### config.mk
export PLATFORM = sky130hd
export DESIGN_NAME = mon_guard
export DESIGN_NICKNAME = d
export VERILOG_FILES = /design/src/rtl/mon_guard_pkg.sv /design/src/rtl/mg_window_cmp.sv /design/src/rtl/mg_job_timer.sv /design/src/rtl/mg_mode_ctrl.sv /design/src/rtl/mon_guard.sv
export SDC_FILE = /design/constraint.sdc
export NUM_CORES = 1
export LEC_CHECK = 0
export ABC_AREA = 1
export BUFFER_PORTS_ARGS = -buffer_cell sky130_fd_sc_hd__buf_2
export CAP_MARGIN = 15
export CELL_PAD_IN_SITES_DETAIL_PLACEMENT = 2
export CELL_PAD_IN_SITES_GLOBAL_PLACEMENT = 2
export CORE_MARGIN = 5
export CORE_UTILIZATION = 24
export DETAILED_ROUTE_END_ITERATION = 10
export HOLD_SLACK_MARGIN = 0.06
export PLACE_DENSITY = 0.81
export SYNTH_ARGS = -nofsm -noshare
export SYNTH_HDL_FRONTEND = slang
export SYNTH_SLANG_ARGS = --single-unit
### constraint.sdc
create_clock -name clk -period 1.57 [get_ports clk]
set_clock_uncertainty 0.1 [all_clocks]
set_input_delay 0.314 -clock clk [delete_from_list [all_inputs] [get_ports clk]]
set_output_delay 0.314 -clock clk [all_outputs]
set_load 0.01 [all_outputs]
### src/rtl/mon_guard_pkg.sv
package mon_guard_pkg;
  typedef enum logic [1:0] {
    CAUSE_NONE  = 2'b00,
    CAUSE_MEM   = 2'b01,
    CAUSE_TIMER = 2'b10,
    CAUSE_PRIV  = 2'b11
  } cause_e;
endpackage

### src/rtl/mg_window_cmp.sv
module mg_window_cmp #(
  parameter int AW = 16
) (
  input  logic [AW-1:0] base_i,
  input  logic [AW-1:0] limit_i,
  input  logic [AW-1:0] addr_i,
  output logic          hit_o
);
  // half-open window: base inclusive, limit exclusive
  assign hit_o = (addr_i >= base_i) && (addr_i < limit_i);
endmodule

### src/rtl/mg_job_timer.sv
module mg_job_timer #(
  parameter int TW = 16
) (
  input  logic          clk,
  input  logic          rst_n,
  input  logic          load_i,
  input  logic [TW-1:0] load_val_i,
  input  logic          run_i,
  output logic          expire_o
);
  logic [TW-1:0] cnt_q;

  always_ff @(posedge clk) begin
    if (!rst_n)                         cnt_q <= '0;
    else if (load_i)                    cnt_q <= load_val_i;
    else if (run_i && (cnt_q != '0))    cnt_q <= cnt_q - 1'b1;
  end

  // the count is frozen whenever the job is not running
  assign expire_o = run_i && (cnt_q == '0);
endmodule

### src/rtl/mg_mode_ctrl.sv
module mg_mode_ctrl
  import mon_guard_pkg::*;
(
  input  logic   clk,
  input  logic   rst_n,
  input  logic   go_user_i,
  input  logic   go_sup_i,
  input  logic   mem_ev_i,
  input  logic   priv_ev_i,
  input  logic   tmr_ev_i,
  output logic   user_mode_o,
  output logic   enter_o,
  output logic   trap_o,
  output cause_e cause_o
);
  logic   any_ev;
  cause_e ev_cause;

  assign any_ev  = mem_ev_i || priv_ev_i || tmr_ev_i;
  assign enter_o = !user_mode_o && go_user_i;

  always_comb begin
    if (mem_ev_i)       ev_cause = CAUSE_MEM;
    else if (priv_ev_i) ev_cause = CAUSE_PRIV;
    else                ev_cause = CAUSE_TIMER;
  end

  always_ff @(posedge clk) begin
    if (!rst_n) begin
      user_mode_o <= 1'b0;
      trap_o      <= 1'b0;
      cause_o     <= CAUSE_NONE;
    end else begin
      trap_o <= 1'b0;
      if (user_mode_o) begin
        if (any_ev) begin
          trap_o      <= 1'b1;
          cause_o     <= ev_cause;
          user_mode_o <= 1'b0;
        end else if (go_sup_i) begin
          user_mode_o <= 1'b0;
        end
      end else if (go_user_i) begin
        user_mode_o <= 1'b1;
      end
    end
  end
endmodule

### src/rtl/mon_guard.sv
module mon_guard
  import mon_guard_pkg::*;
#(
  parameter int AW = 16,
  parameter int TW = 16
) (
  input  logic          clk,
  input  logic          rst_n,
  input  logic          go_user_i,
  input  logic          go_sup_i,
  input  logic [TW-1:0] time_limit_i,
  input  logic [AW-1:0] win_base_i,
  input  logic [AW-1:0] win_limit_i,
  input  logic [AW-1:0] bus_addr_i,
  input  logic          bus_wr_i,
  input  logic          instr_valid_i,
  input  logic          instr_priv_i,
  output logic          wr_inhibit_o,
  output logic          trap_o,
  output logic [1:0]    cause_o,
  output logic          user_mode_o
);
  logic   in_win, mem_ev, priv_ev, tmr_ev, enter;
  cause_e cause;

  mg_window_cmp #(.AW(AW)) u_win (
    .base_i (win_base_i),
    .limit_i(win_limit_i),
    .addr_i (bus_addr_i),
    .hit_o  (in_win)
  );

  assign mem_ev  = user_mode_o && bus_wr_i && in_win;
  assign priv_ev = user_mode_o && instr_valid_i && instr_priv_i;

  mg_job_timer #(.TW(TW)) u_tmr (
    .clk       (clk),
    .rst_n     (rst_n),
    .load_i    (enter),
    .load_val_i(time_limit_i),
    .run_i     (user_mode_o),
    .expire_o  (tmr_ev)
  );

  mg_mode_ctrl u_ctrl (
    .clk        (clk),
    .rst_n      (rst_n),
    .go_user_i  (go_user_i),
    .go_sup_i   (go_sup_i),
    .mem_ev_i   (mem_ev),
    .priv_ev_i  (priv_ev),
    .tmr_ev_i   (tmr_ev),
    .user_mode_o(user_mode_o),
    .enter_o    (enter),
    .trap_o     (trap_o),
    .cause_o    (cause)
  );

  assign wr_inhibit_o = mem_ev;
  assign cause_o      = cause;
endmodule

# After elaboration in Yosys (flattened, before gate mapping)
# Cells that the tools add are included.
[totals] reg_bits=20 in_bits=71 out_inout_bits=5 word_cells=32
[op_classes] reduce_logical=16 muxes=9 add_sub_neg=1 n_lt_le_gt_ge=2
[op_table] operator="16-bit 2-to-1 mux" n=2
[op_table] operator="16-bit greater-or-equal comparator" n=1
[op_table] operator="16-bit zero test" n=1
[op_table] operator="16-bit < comparator" n=1
[op_table] operator="16-bit nonzero test" n=1
[op_table] operator="16-bit by 1-bit subtractor with 16-bit output (second input constant)" n=1
[op_table] operator="1-bit logical AND" n=8
[op_table] operator="1-bit 2-to-1 mux" n=6
[op_table] operator="2-bit AND reduction" n=2
[op_table] operator="1-bit logical OR" n=2
[op_table] operator="2-bit 2-to-1 mux" n=1
[op_table] operator="2-bit nonzero test" n=1
[op_table] operator="1-bit zero test" n=1

# Logic depth before layout (Yosys ltp)
# Gate-level depths: netlist of the first run.
[logic_depth] word_depth=7 mapped_depth=15

# Cells and area by module
# From an unflattened synthesis of the first run, not the netlist that was laid out.
[hier_totals] cells_unflattened=362 hier_area_um2=2210.9
[by_module_without_submodules] mod="mg_job_timer" cells_each=199 instances=1 seq_area_each_um2=320.3 area_each_um2=1203.7
[by_module_without_submodules] mod="mg_window_cmp" cells_each=135 instances=1 seq_area_each_um2=0.0 area_each_um2=825.8
[by_module_without_submodules] mod="mg_mode_ctrl" cells_each=22 instances=1 seq_area_each_um2=80.1 area_each_um2=153.9
[by_module_without_submodules] mod="mon_guard" cells_each=6 instances=1 seq_area_each_um2=0.0 area_each_um2=27.5

# Least setup slack after synthesis of the first run
# OpenSTA, ideal clock, no wires.
[synth_path] path_type="input -> output" from="in win_base_i[15]" to="out wr_inhibit_o" slack_ns=-0.186 stages=8 arrival_ns=1.342 path_buffers=0 path_cell_list="inv_1 ha_1 a21o_1 or2_0 a21oi_1 nand2_1 nand3_1 inv_1"
[synth_between] elab_chain_len=3
[synth_lines] element="start: declaration" line_no="mon_guard.sv:12" source="input logic [AW-1:0] win_base_i,"
[synth_lines] element="16-bit greater-or-equal comparator" line_no="mg_window_cmp.sv:10" source="assign hit_o = (addr_i >= base_i) && (addr_i < limit_i);"
[synth_lines] element="1-bit logical AND" line_no="mg_window_cmp.sv:10"
[synth_lines] element="1-bit logical AND" line_no="mon_guard.sv:33" source="assign mem_ev = user_mode_o && bus_wr_i && in_win;"
[synth_lines] element="end: declaration" line_no="mon_guard.sv:18" source="output logic wr_inhibit_o,"
# No other way between the ends.

# Final worst setup path of the first run
[layout_path] from="in bus_addr_i[13]" to="out wr_inhibit_o"
[layout_between] elab_chain_len=3
[layout_lines] element="start: declaration" line_no="mon_guard.sv:14" source="input logic [AW-1:0] bus_addr_i,"
[layout_lines] element="16-bit greater-or-equal comparator / 16-bit < comparator (equally long branches)" line_no="mg_window_cmp.sv:10"
[layout_lines] element="1-bit logical AND *" line_no="mg_window_cmp.sv:10"
[layout_lines] element="1-bit logical AND *" line_no="mon_guard.sv:33"
# Mark *: on every way between the ends. The rest lies on a longest branch, timed or not.

==> results of run 1 <==
## cell type report
| type | count | area share [%] |
|---|---|---|
| Inverter | 65 | 7.21 |
| Clock buffer | 3 | 1.12 |
| Clock inverter | 1 | 0.812 |
| Antenna cell | 1 | 0.0677 |
| Timing Repair Buffer | 116 | 21.4 |
| Tap cell | 108 | 3.66 |
| Multi-Input combinational cell | 235 | 54.8 |
| Sequential cell | 20 | 10.9 |
## final timing paths
path,to,cells after the start
hold reg to reg,u_tmr.cnt_q[13]$_SDFFE_PN0P_,2
setup / recovery,wr_inhibit_o,9
setup reg to reg,u_tmr.cnt_q[14]$_SDFFE_PN0P_,8
hold / removal,u_ctrl.trap_o$_SDFF_PN0_,3
## registers in the layout (all words and copies together) (netlist names)
register            count
u_ctrl.user_mode_o      1
u_ctrl.trap_o           1
u_tmr.cnt_q            16
u_ctrl.cause_o          2
## placed cells by master (no fill, tap or decap), drive strengths merged, types with 2 or more instances in the layout
cell type / count
a31oi: 4
o21ai: 21
dfxtp: 20
buf: 116
nand4: 4
nand2: 76
clkinv: 2
nor2: 32
a21o: 2
o211ai: 4
inv: 63
a21oi: 27
nor3: 4
clkbuf: 3
xor2: 3
ha: 32
nand3: 19
a211oi: 2
## what timing repair did
item                                    CTS  global route
gates cloned                              2             0
gates resized for setup                  59            61
hold buffers                              0             0
buffers inserted                          7             2
endpoints found under the setup margin   21            21
pin swaps                                23            37
## cell families (layout without fill, tap and decap cells)
logic type,count (synthesis),in the layout,share of synthesized area (%)
xor gates and xnor gates,3,3,1.21
other,0,1,0
and+or+nand+nor,137,138,31.1
AOI/OAI and AO/OA,62,62,17.6
buffers and inverters,70,185,13.2
DFF,20,20,18.4
adders and majority gates,32,32,18.4
## routing by layer
| metal | up-vias | routed length, µm | global-route usage [%] |
|---|---|---|---|
| met5 | - | 0 | 0 |
| met4 | 0 | 268 | 4.11 |
| met3 | 18 | 469 | 2.81 |
| met2 | 78 | 6370 | 33.0 |
| met1 | 1319 | 4740 | 19.8 |
| li1 | 1289 | - | - |
## tightest hold or removal path, stage by stage
cell,delay (ps)
sky130_fd_sc_hd__buf_2,110
sky130_fd_sc_hd__clkinv_1,80
sky130_fd_sc_hd__a21oi_2,40
## report_power, final
group / switching [mW] / internal, mW / leakage (nW)
Clock: 0.213 / 0.341 / 0.0357
Combinational: 0.830 / 0.638 / 1.57
Sequential: 0.0764 / 0.565 / 0.166
==> impl_metrics.prom, run 1 <==
# TYPE chip_impl_metric gauge
chip_impl_metric{name="final_core_utilization",unit="%"} 42.2
chip_impl_metric{name="seq_area_frac_synth",unit="%"} 18.4
chip_impl_metric{name="layout-area-overhead-vs-synth",unit="%"} 69.8
chip_impl_metric{name="antenna_found_initial",unit=""} 1
chip_impl_info{name="root_driver",value="sky130_fd_sc_hd__clkbuf_8"} 1
chip_impl_metric{name="cts_htree_levels",unit=""} 1
chip_impl_info{name="worst_hold_startpoint",value="rst_n"} 1
chip_impl_info{name="setup.worst_path.class",value="input port to primary output"} 1
chip_impl_metric{name="slew_viol_final",unit=""} 0
chip_impl_info{name="cts_tree",value="done"} 1
chip_impl_info{name="ys_top_cells_by_area",value="sky130_fd_sc_hd__dfxtp_1 (18%), sky130_fd_sc_hd__ha_1 (18%), sky130_fd_sc_hd__nand2_1 (12%), sky130_fd_sc_hd__inv_1 (9.3%), sky130_fd_sc_hd__a21oi_1 (5.1%)"} 1
chip_impl_metric{name="detail_route.iter0.violations",unit=""} 51
chip_impl_metric{name="p_total",unit="mW"} 2.66
chip_impl_info{name="synthDominantAreaCellType",value="sky130_fd_sc_hd__dfxtp_1"} 1
chip_impl_metric{name="fillcell_total",unit=""} 1004
chip_impl_info{name="critPathLaunchType",value="input port"} 1
chip_impl_metric{name="finalHoldViolations",unit=""} 0
chip_impl_metric{name="antenna_violating_nets_post_route",unit=""} 0
chip_impl_metric{name="synth_largest_type_area_fraction",unit="%"} 18.4
chip_impl_metric{name="setup_viol",unit=""} 21
chip_impl_metric{name="grt_first_pass_wirelength",unit="mm"} 15.7
chip_impl_metric{name="cts.clk_slew.worst_paths",unit="ps"} 90
chip_impl_info{name="synth.most_common_cell",value="sky130_fd_sc_hd__nand2_1"} 1
chip_impl_metric{name="detailroute.via_count",unit=""} 2704
chip_impl_metric{name="peak_supply_drop",unit="V"} 0.000388
chip_impl_metric{name="io_pins",unit=""} 76
chip_impl_metric{name="clock-sinks",unit=""} 20
chip_impl_metric{name="io_buffers",unit=""} 75
chip_impl_info{name="synth_flop_cell",value="sky130_fd_sc_hd__dfxtp_1"} 1
chip_impl_metric{name="ff_latch_area",unit="µm²"} 403
chip_impl_info{name="setup.worst_path.start",value="bus_addr_i[13]"} 1
chip_impl_metric{name="mappedNetlistArea",unit="mm²"} 0.00218
chip_impl_metric{name="rows",unit=""} 34
chip_impl_metric{name="grt_pass1_vias",unit=""} 3053
chip_impl_metric{name="grt_start_max_net_pins",unit=""} 13
chip_impl_metric{name="final_setup_tns",unit="ps"} -5020
chip_impl_metric{name="floorplan.initialDensity",unit="%"} 24.8
chip_impl_metric{name="cp_data_required_time",unit="ps"} 1160
chip_impl_info{name="rsz_0062_raised_after_global_routing",value="yes"} 1
chip_impl_info{name="r2r_start",value="u_tmr.cnt_q[9]$_SDFFE_PN0P_"} 1
chip_impl_metric{name="dpl_worst_slack",unit="ps"} -404
chip_impl_metric{name="worst-path-buf-inv",unit=""} 3
chip_impl_metric{name="post-route-period-util",unit="%"} 127
chip_impl_info{name="worst_path_dominant_cell_family",value="simple AND/OR/NAND/NOR gates"} 1
chip_impl_metric{name="design_area",unit="mm²"} 0.00370
chip_impl_metric{name="core_region_area",unit="mm²"} 0.00876
chip_impl_metric{name="hpwl",unit="mm"} 7.03
chip_impl_metric{name="die_area",unit="mm²"} 0.0111
chip_impl_metric{name="placedCellCount",unit=""} 536
chip_impl_metric{name="power-per-cell-area",unit="mW/mm²"} 721
chip_impl_info{name="violations",value="negative setup slack"} 1
chip_impl_metric{name="synthCells",unit=""} 324
chip_impl_metric{name="period_needed",unit="ps"} 1990
chip_impl_metric{name="layout-drive-gt1-share",unit="%"} 57.5
chip_impl_metric{name="mean_instance_size_in_the_synthesized_netlist",unit="µm²"} 6.72
chip_impl_metric{name="synth_enable_flop_cells",unit=""} 0
chip_impl_metric{name="die_span_in_y",unit="µm"} 105
chip_impl_metric{name="setup.reg_to_reg.worst_slack",unit="ps"} -290
chip_impl_info{name="critPathSlowestCell",value="sky130_fd_sc_hd__ha_4"} 1
chip_impl_metric{name="routed_via_count_divided_by_cell_count",unit=""} 4.93
chip_impl_metric{name="setup_slack",unit="ps"} -422
chip_impl_metric{name="drtPass1Iterations",unit=""} 4
chip_impl_metric{name="synthesis.nets",unit=""} 427
chip_impl_metric{name="worst_path_largest_cell_delay",unit="ps"} 300
chip_impl_metric{name="multi_input_comb_area",unit="mm²"} 0.00203
chip_impl_info{name="synth_commonest_cells",value="sky130_fd_sc_hd__nand2_1 (68), sky130_fd_sc_hd__inv_1 (54), sky130_fd_sc_hd__ha_1 (32), sky130_fd_sc_hd__a21oi_1 (22), sky130_fd_sc_hd__nor2_1 (22)"} 1
chip_impl_metric{name="clk_latency",unit="ps"} 270
chip_impl_metric{name="cap_violations",unit=""} 0
chip_impl_metric{name="yosysWarnings",unit=""} 0
chip_impl_metric{name="worst_ep_arrival_time",unit="ps"} 1580
chip_impl_metric{name="finalWeightedCongestion",unit=""} 0.820
chip_impl_metric{name="slew_worst_pin",unit="ps"} 306
chip_impl_metric{name="asyncSetResetFlopFracSynth",unit="%"} 0
chip_impl_info{name="run_status",value="finished, violations left"} 1
chip_impl_info{name="cpMostUsedCell",value="sky130_fd_sc_hd__nand2_2"} 1
chip_impl_metric{name="wl_per_cell",unit="µm"} 21.6
chip_impl_metric{name="global_route.overflow_total",unit=""} 0
chip_impl_metric{name="postRouteWirelength",unit="mm"} 11.8
chip_impl_metric{name="ys_ff_latch",unit=""} 20
chip_impl_info{name="worst_hold_path_type",value="input port to flip-flop"} 1
chip_impl_info{name="critPathCaptureType",value="primary output"} 1
chip_impl_metric{name="max_freq",unit="GHz"} 0.502
chip_impl_metric{name="detail_route.drc_violations",unit=""} 0
chip_impl_metric{name="critPathMaxFanout",unit=""} 2
chip_impl_metric{name="grt_util_all_layers",unit="%"} 17.3
chip_impl_metric{name="power.static_leakage",unit="nW"} 1.78
chip_impl_metric{name="placedInstanceArea",unit="mm²"} 0.00305
chip_impl_metric{name="clockBufferDepth",unit=""} 2
chip_impl_metric{name="yosys.cell_types.count",unit=""} 39
chip_impl_metric{name="holdWs",unit="ps"} 216
chip_impl_metric{name="worst_relative_slew_slack",unit="%"} 79.5
chip_impl_metric{name="die_width",unit="µm"} 105
chip_impl_metric{name="instances_no_fill",unit=""} 549
chip_impl_info{name="cp_cell_sequence",value="buf_2 > ha_4 > nand2_4 > nor4_4 > nand2_2 > nand2_2 > nand3_2 > inv_2 > buf_6"} 1
chip_impl_metric{name="cts_made_buffers",unit=""} 3
chip_impl_metric{name="final_nets",unit=""} 544
(Power assumes the default switching activity.)
==> run 2, diff against run 1 <==
--- a/config.mk
+++ b/config.mk
@@ -14,7 +14,7 @@
 export CORE_UTILIZATION = 24
 export DETAILED_ROUTE_END_ITERATION = 10
 export HOLD_SLACK_MARGIN = 0.06
-export PLACE_DENSITY = 0.81
+export PLACE_DENSITY_LB_ADDON = 0.25
 export SYNTH_ARGS = -nofsm -noshare
 export SYNTH_HDL_FRONTEND = slang
 export SYNTH_SLANG_ARGS = --single-unit
==> impl_metrics.prom, run 2 (same netlist as run 1, synthesis figures left out) <==
# TYPE chip_impl_metric gauge
chip_impl_metric{name="clock-sinks",unit=""} 20
chip_impl_metric{name="power.static_leakage",unit="nW"} 1.77
chip_impl_metric{name="rows",unit=""} 34
chip_impl_metric{name="floorplan.initialDensity",unit="%"} 24.8
chip_impl_info{name="layout_common_cells",value="sky130_fd_sc_hd__buf_2 (64), sky130_fd_sc_hd__nand2_1 (56), sky130_fd_sc_hd__inv_1 (38)"} 1
chip_impl_metric{name="io_buffers",unit=""} 75
chip_impl_metric{name="max_reg_flops",unit=""} 16
chip_impl_info{name="min_delay_worst_endpoint",value="u_tmr.cnt_q[1]$_SDFFE_PN0P_"} 1
chip_impl_metric{name="setup_slack",unit="ps"} -300
chip_impl_metric{name="period_needed",unit="ps"} 1870
chip_impl_metric{name="postRouteWirelength",unit="mm"} 8.85
chip_impl_metric{name="worst_relative_slew_slack",unit="%"} 64.5
chip_impl_metric{name="dpl_worst_slack",unit="ps"} -418
chip_impl_metric{name="global_route.overflow_total",unit=""} 0
chip_impl_metric{name="grt_pass1_vias",unit=""} 3041
chip_impl_metric{name="antenna_violating_nets_post_route",unit=""} 0
chip_impl_info{name="run_status",value="finished, violations left"} 1
chip_impl_metric{name="setup_viol",unit=""} 21
chip_impl_metric{name="cts.clk_slew.worst_paths",unit="ps"} 90
chip_impl_metric{name="grt_first_pass_wirelength",unit="mm"} 14.5
chip_impl_metric{name="num_antenna_cells",unit=""} 0
chip_impl_metric{name="detailroute.via_count",unit=""} 2596
chip_impl_metric{name="placedCellCount",unit=""} 532
chip_impl_info{name="mostFrequentLayoutCell",value="sky130_fd_sc_hd__buf_2"} 1
chip_impl_metric{name="setup.reg_to_reg.worst_slack",unit="ps"} -150
chip_impl_metric{name="final_nets",unit=""} 544
chip_impl_info{name="setup.worst_path.class",value="input port to primary output"} 1
chip_impl_info{name="r2r_start",value="u_tmr.cnt_q[0]$_SDFFE_PN0P_"} 1
chip_impl_metric{name="grt_util_all_layers",unit="%"} 15.6
chip_impl_metric{name="post-route-period-util",unit="%"} 119
chip_impl_metric{name="die_area",unit="mm²"} 0.0111
chip_impl_metric{name="clk_latency",unit="ps"} 270
chip_impl_metric{name="finalHoldViolations",unit=""} 0
chip_impl_metric{name="critPathMaxFanout",unit=""} 2
chip_impl_info{name="critPathLaunchType",value="input port"} 1
chip_impl_metric{name="max_freq",unit="GHz"} 0.535
chip_impl_metric{name="io_pins",unit=""} 76
chip_impl_metric{name="cts_hold_repair.buffers",unit=""} 0
chip_impl_metric{name="die_width",unit="µm"} 105
chip_impl_info{name="root_driver",value="sky130_fd_sc_hd__clkbuf_8"} 1
chip_impl_info{name="top_register",value="u_tmr.cnt_q"} 1
chip_impl_info{name="largest_registers",value="u_tmr.cnt_q x16, u_ctrl.cause_o x2"} 1
chip_impl_metric{name="cap_violations",unit=""} 0
chip_impl_metric{name="fillcell_total",unit=""} 1004
chip_impl_metric{name="drtPass1Iterations",unit=""} 4
chip_impl_metric{name="hpwl",unit="mm"} 6.73
chip_impl_metric{name="worstHoldPathCells",unit=""} 3
chip_impl_info{name="regToRegEndpoint",value="u_tmr.cnt_q[8]$_SDFFE_PN0P_"} 1
chip_impl_info{name="worst_hold_path_type",value="input port to flip-flop"} 1
chip_impl_metric{name="grt_start_max_net_pins",unit=""} 16
chip_impl_metric{name="power-per-cell-area",unit="mW/mm²"} 688
chip_impl_metric{name="multi_input_comb_area",unit="mm²"} 0.00192
chip_impl_info{name="setup.worst_path.start",value="win_base_i[15]"} 1
chip_impl_info{name="violations",value="negative setup slack"} 1
chip_impl_metric{name="peak_supply_drop",unit="V"} 0.000361
chip_impl_metric{name="antenna_found_initial",unit=""} 0
chip_impl_metric{name="detail_route.iter0.violations",unit=""} 36
chip_impl_metric{name="ff2ff_path_depth",unit=""} 11
chip_impl_metric{name="slew_worst_pin",unit="ps"} 526
chip_impl_metric{name="wl_per_cell",unit="µm"} 16.2
chip_impl_metric{name="instances_no_fill",unit=""} 548
chip_impl_metric{name="final_setup_tns",unit="ps"} -2490
chip_impl_info{name="critPathCaptureType",value="primary output"} 1
chip_impl_metric{name="detail_route.drc_violations",unit=""} 0
chip_impl_metric{name="die_span_in_y",unit="µm"} 105
chip_impl_metric{name="layout-drive-gt1-share",unit="%"} 54.3
chip_impl_metric{name="routed_via_count_divided_by_cell_count",unit=""} 4.74
chip_impl_metric{name="cts_htree_levels",unit=""} 1
chip_impl_metric{name="slew_viol_final",unit=""} 0
chip_impl_metric{name="finalWeightedCongestion",unit=""} 0.759
chip_impl_metric{name="cp_data_required_time",unit="ps"} 1160
chip_impl_metric{name="ff_latch_area",unit="µm²"} 403
chip_impl_metric{name="cts_made_buffers",unit=""} 3
chip_impl_metric{name="layout-area-overhead-vs-synth",unit="%"} 66.4
chip_impl_info{name="worst_hold_startpoint",value="time_limit_i[1]"} 1
chip_impl_metric{name="core_region_area",unit="mm²"} 0.00876
chip_impl_info{name="cts_tree",value="done"} 1
chip_impl_metric{name="clockBufferDepth",unit=""} 2
chip_impl_info{name="rsz_0062_raised_after_global_routing",value="yes"} 1
chip_impl_metric{name="worst_ep_arrival_time",unit="ps"} 1460
==> run 2: routing by layer <==
layer  vias up  wire length, µm  share of wire [%]  GRT usage (%)
li1       1283                -                  -              -
met2        55             4880                 55           29.3
met5         -                0                  0              0
met3        10              366                4.1           2.81
met4         0              159                1.8           3.56
met1      1248             3450                 39           18.3
==> run 2: area by class of cell <==
cell class                      instances  share of cell area (%)
Timing Repair Buffer                  116                    22.8
Inverter                               65                    7.50
Multi-Input combinational cell        235                    52.9
Tap cell                              108                    3.73
Clock buffer                            3                    1.14
Clock inverter                          1                   0.829
Sequential cell                        20                    11.1
==> run 2: worst max-delay path: stages <==
cell and delay, ps:
sky130_fd_sc_hd__buf_6 100, sky130_fd_sc_hd__inv_4 50, sky130_fd_sc_hd__ha_4 200, sky130_fd_sc_hd__a21o_1 150, sky130_fd_sc_hd__or2_1 240, sky130_fd_sc_hd__a21oi_2 100, sky130_fd_sc_hd__nand2_1 70, sky130_fd_sc_hd__nand3_2 90
sky130_fd_sc_hd__inv_2 40, sky130_fd_sc_hd__buf_6 110
==> run 2: worst max path at each step <==
stage,depth (start not counted),end,slack [ps]
after floorplan,8,wr_inhibit_o,-40
after global placement,9,wr_inhibit_o,-350
after detailed placement,9,wr_inhibit_o,-420
after CTS,10,wr_inhibit_o,-360
after global routing,14,wr_inhibit_o,-430
final,10,wr_inhibit_o,-300
==> run 2: power by group <==
part / total, mW / switching, mW / internal (mW)
logic: 1.31 / 0.702 / 0.607
clock network: 0.553 / 0.212 / 0.341
registers: 0.632 / 0.0674 / 0.565
==> run 2: what timing repair did <==
item	4_1_cts	5_1_grt
gates cloned	1	0
pin swaps	22	23
hold endpoints to repair	0	0
buffers inserted	9	4
endpoints found under the setup margin	21	21
resized for setup	55	45
==> run 2: stage by stage <==
step | instance area [µm²] | utilization [%] | power [mW] | hold slack (ps)
after floorplan | 2310 | - | 1.25 | 352
after global placement | 3040 | 34.7 | 1.63 | 372
after detailed placement | 3040 | 34.7 | 1.69 | 415
after CTS | 3400 | 38.8 | 2.41 | 177
after global routing | 3620 | 41.3 | 2.68 | 204
final | 3620 | 41.3 | 2.49 | 180
==> run 3, diff against run 2 <==
--- a/config.mk
+++ b/config.mk
@@ -6,8 +6,8 @@
 export NUM_CORES = 1
 export LEC_CHECK = 0
 export ABC_AREA = 1
-export BUFFER_PORTS_ARGS = -buffer_cell sky130_fd_sc_hd__buf_2
-export CAP_MARGIN = 15
+export BUFFER_PORTS_ARGS = -buffer_cell sky130_fd_sc_hd__buf_4
+export CAP_MARGIN = 40
 export CELL_PAD_IN_SITES_DETAIL_PLACEMENT = 2
 export CELL_PAD_IN_SITES_GLOBAL_PLACEMENT = 2
 export CORE_MARGIN = 5
==> impl_metrics.prom, run 3 (same netlist as run 1, synthesis figures left out) <==
# TYPE chip_impl_metric gauge
chip_impl_metric{name="wl_per_cell",unit="µm"} 16.1
chip_impl_metric{name="fillcell_total",unit=""} 1019
chip_impl_info{name="setup.worst_path.class",value="input port to primary output"} 1
chip_impl_metric{name="multi_input_comb_area",unit="mm²"} 0.00185
chip_impl_metric{name="routed_via_count_divided_by_cell_count",unit=""} 4.70
chip_impl_metric{name="p_total",unit="mW"} 2.49
chip_impl_metric{name="finalHoldViolations",unit=""} 0
chip_impl_metric{name="core_region_area",unit="mm²"} 0.00876
chip_impl_metric{name="die_width",unit="µm"} 105
chip_impl_metric{name="cap_violations",unit=""} 0
chip_impl_metric{name="io_pins",unit=""} 76
chip_impl_metric{name="final_nets",unit=""} 543
chip_impl_metric{name="cts_made_buffers",unit=""} 3
chip_impl_metric{name="peak_supply_drop",unit="V"} 0.000372
chip_impl_metric{name="cts_hold_repair.buffers",unit=""} 0
chip_impl_metric{name="io_buffers",unit=""} 75
chip_impl_metric{name="hpwl",unit="mm"} 6.79
chip_impl_metric{name="die_span_in_y",unit="µm"} 105
chip_impl_metric{name="detail_route.iter0.violations",unit=""} 33
chip_impl_info{name="layout_common_cells",value="sky130_fd_sc_hd__buf_4 (101), sky130_fd_sc_hd__nand2_1 (59), sky130_fd_sc_hd__inv_1 (41)"} 1
chip_impl_metric{name="power-per-cell-area",unit="mW/mm²"} 681
chip_impl_metric{name="holdWs",unit="ps"} 190
chip_impl_metric{name="antenna_found_initial",unit=""} 0
chip_impl_metric{name="worst_relative_slew_slack",unit="%"} 81.9
chip_impl_metric{name="postRouteWirelength",unit="mm"} 8.81
chip_impl_info{name="root_driver",value="sky130_fd_sc_hd__clkbuf_8"} 1
chip_impl_info{name="critPathLaunchType",value="input port"} 1
chip_impl_metric{name="die_area",unit="mm²"} 0.0111
chip_impl_info{name="top_register",value="u_tmr.cnt_q"} 1
chip_impl_metric{name="layout-area-overhead-vs-synth",unit="%"} 68.0
chip_impl_metric{name="cts_htree_levels",unit=""} 1
chip_impl_metric{name="setup_viol",unit=""} 20
chip_impl_metric{name="cts.clk_slew.worst_paths",unit="ps"} 90
chip_impl_info{name="run_status",value="finished, violations left"} 1
chip_impl_metric{name="grt_util_all_layers",unit="%"} 14.8
chip_impl_metric{name="detail_route.drc_violations",unit=""} 0
chip_impl_metric{name="design_area",unit="mm²"} 0.00366
chip_impl_metric{name="post-route-period-util",unit="%"} 123
chip_impl_info{name="largest_registers",value="u_tmr.cnt_q x16, u_ctrl.cause_o x2"} 1
chip_impl_metric{name="critPathMaxFanout",unit=""} 2
chip_impl_metric{name="max_freq",unit="GHz"} 0.516
chip_impl_metric{name="grt_pass1_vias",unit=""} 2799
chip_impl_metric{name="finalWeightedCongestion",unit=""} 0.753
chip_impl_metric{name="setup_slack",unit="ps"} -369
chip_impl_metric{name="grt_start_max_net_pins",unit=""} 16
chip_impl_metric{name="clockBufferDepth",unit=""} 2
chip_impl_info{name="worst_hold_path_type",value="input port to flip-flop"} 1
chip_impl_metric{name="slew_viol_final",unit=""} 0
chip_impl_info{name="cts_tree",value="done"} 1
chip_impl_metric{name="floorplan.initialDensity",unit="%"} 24.8
chip_impl_metric{name="placedInstanceArea",unit="mm²"} 0.00321
chip_impl_info{name="violations",value="negative setup slack"} 1
chip_impl_metric{name="max_reg_flops",unit=""} 16
chip_impl_metric{name="antenna_violating_nets_post_route",unit=""} 0
chip_impl_metric{name="grt_first_pass_wirelength",unit="mm"} 13.7
chip_impl_metric{name="ff_latch_area",unit="µm²"} 405
chip_impl_metric{name="period_needed",unit="ps"} 1940
chip_impl_metric{name="layout-drive-gt1-share",unit="%"} 53.5
chip_impl_metric{name="rows",unit=""} 34
chip_impl_metric{name="clk_latency",unit="ps"} 270
chip_impl_metric{name="slew_worst_pin",unit="ps"} 269
chip_impl_info{name="mostFrequentLayoutCell",value="sky130_fd_sc_hd__buf_4"} 1
chip_impl_metric{name="power.static_leakage",unit="nW"} 1.80
chip_impl_metric{name="num_antenna_cells",unit=""} 0
chip_impl_metric{name="global_route.overflow_total",unit=""} 0
chip_impl_info{name="critPathCaptureType",value="primary output"} 1
chip_impl_metric{name="drtPass1Iterations",unit=""} 4
chip_impl_info{name="rsz_0062_raised_after_global_routing",value="yes"} 1
chip_impl_metric{name="clock-sinks",unit=""} 20
chip_impl_metric{name="cp_data_required_time",unit="ps"} 1160
chip_impl_metric{name="detailroute.via_count",unit=""} 2570
chip_impl_metric{name="worst_ep_arrival_time",unit="ps"} 1520
-- run 3: cell count changes in the layout (fill, tap and decap cells not counted), sizes merged --
cell    change
buf         -1
clkinv      -1
inv         +1
-- run 3: where the power goes --
group	switching (mW)	internal (mW)
Sequential	0.0659	0.566
Clock	0.206	0.341
Combinational	0.688	0.624
Total	0.960	1.53
-- run 3: final timing paths --
kind                                  from                        endpoint  slack [ps]  cells after the start
max                         win_base_i[15]                    wr_inhibit_o        -370                     10
min reg2reg    u_tmr.cnt_q[6]$_SDFFE_PN0P_     u_tmr.cnt_q[6]$_SDFFE_PN0P_         410                      2
max reg2reg  u_ctrl.user_mode_o$_SDFF_PN0_  u_ctrl.cause_o[0]$_SDFFE_PN0P_        -110                     12
min                        time_limit_i[1]     u_tmr.cnt_q[1]$_SDFFE_PN0P_         190                      3
-- run 3: metal layers --
layer | part of all wire, % | wire length, µm | track usage (%)
met5 | 0 | 0 | 0
met4 | 1.6 | 140 | 2.47
met3 | 4.1 | 363 | 3.06
met2 | 54 | 4740 | 27.1
met1 | 40 | 3560 | 17.9
-- run 3: repair_timing --
item / 4_1_cts / 5_1_grt
gates resized for setup: 48 / 35
setup endpoints to repair: 20 / 21
pin swaps: 14 / 20
gates cloned: 1 / 0
buffers inserted: 6 / 3
-- run 3: stage by stage --
step	setup TNS (ps)	setup slack [ps]	instances	utilization, %
4_1_cts	-1570	-356	544	39.9
3_5_place_dp	-2880	-440	533	36.7
6_report	-2210	-369	547	41.7
5_1_grt	-3990	-432	547	41.7
2_1_floorplan	-40.4	-40.4	324	-
3_3_place_gp	-1760	-361	533	36.7
-- run 3: final cells by class --
cell class / count / area share, %
flip-flops and latches: 20 / 11.1
repair buffers: 115 / 25.4
multi-input cells: 235 / 50.6
well taps: 108 / 3.69
clock inverters: 1 / 0.821
clock buffers: 3 / 1.13
inverters: 65 / 7.28
-- run 3: critical path: stages --
cell                      delay (ps)
sky130_fd_sc_hd__buf_6            90
sky130_fd_sc_hd__inv_4            50
sky130_fd_sc_hd__ha_4            190
sky130_fd_sc_hd__a21o_1          140
sky130_fd_sc_hd__or2_1           250
sky130_fd_sc_hd__a21oi_2         140
sky130_fd_sc_hd__nand2_1          90
sky130_fd_sc_hd__nand3_2         100
sky130_fd_sc_hd__inv_2            40
sky130_fd_sc_hd__buf_6           110
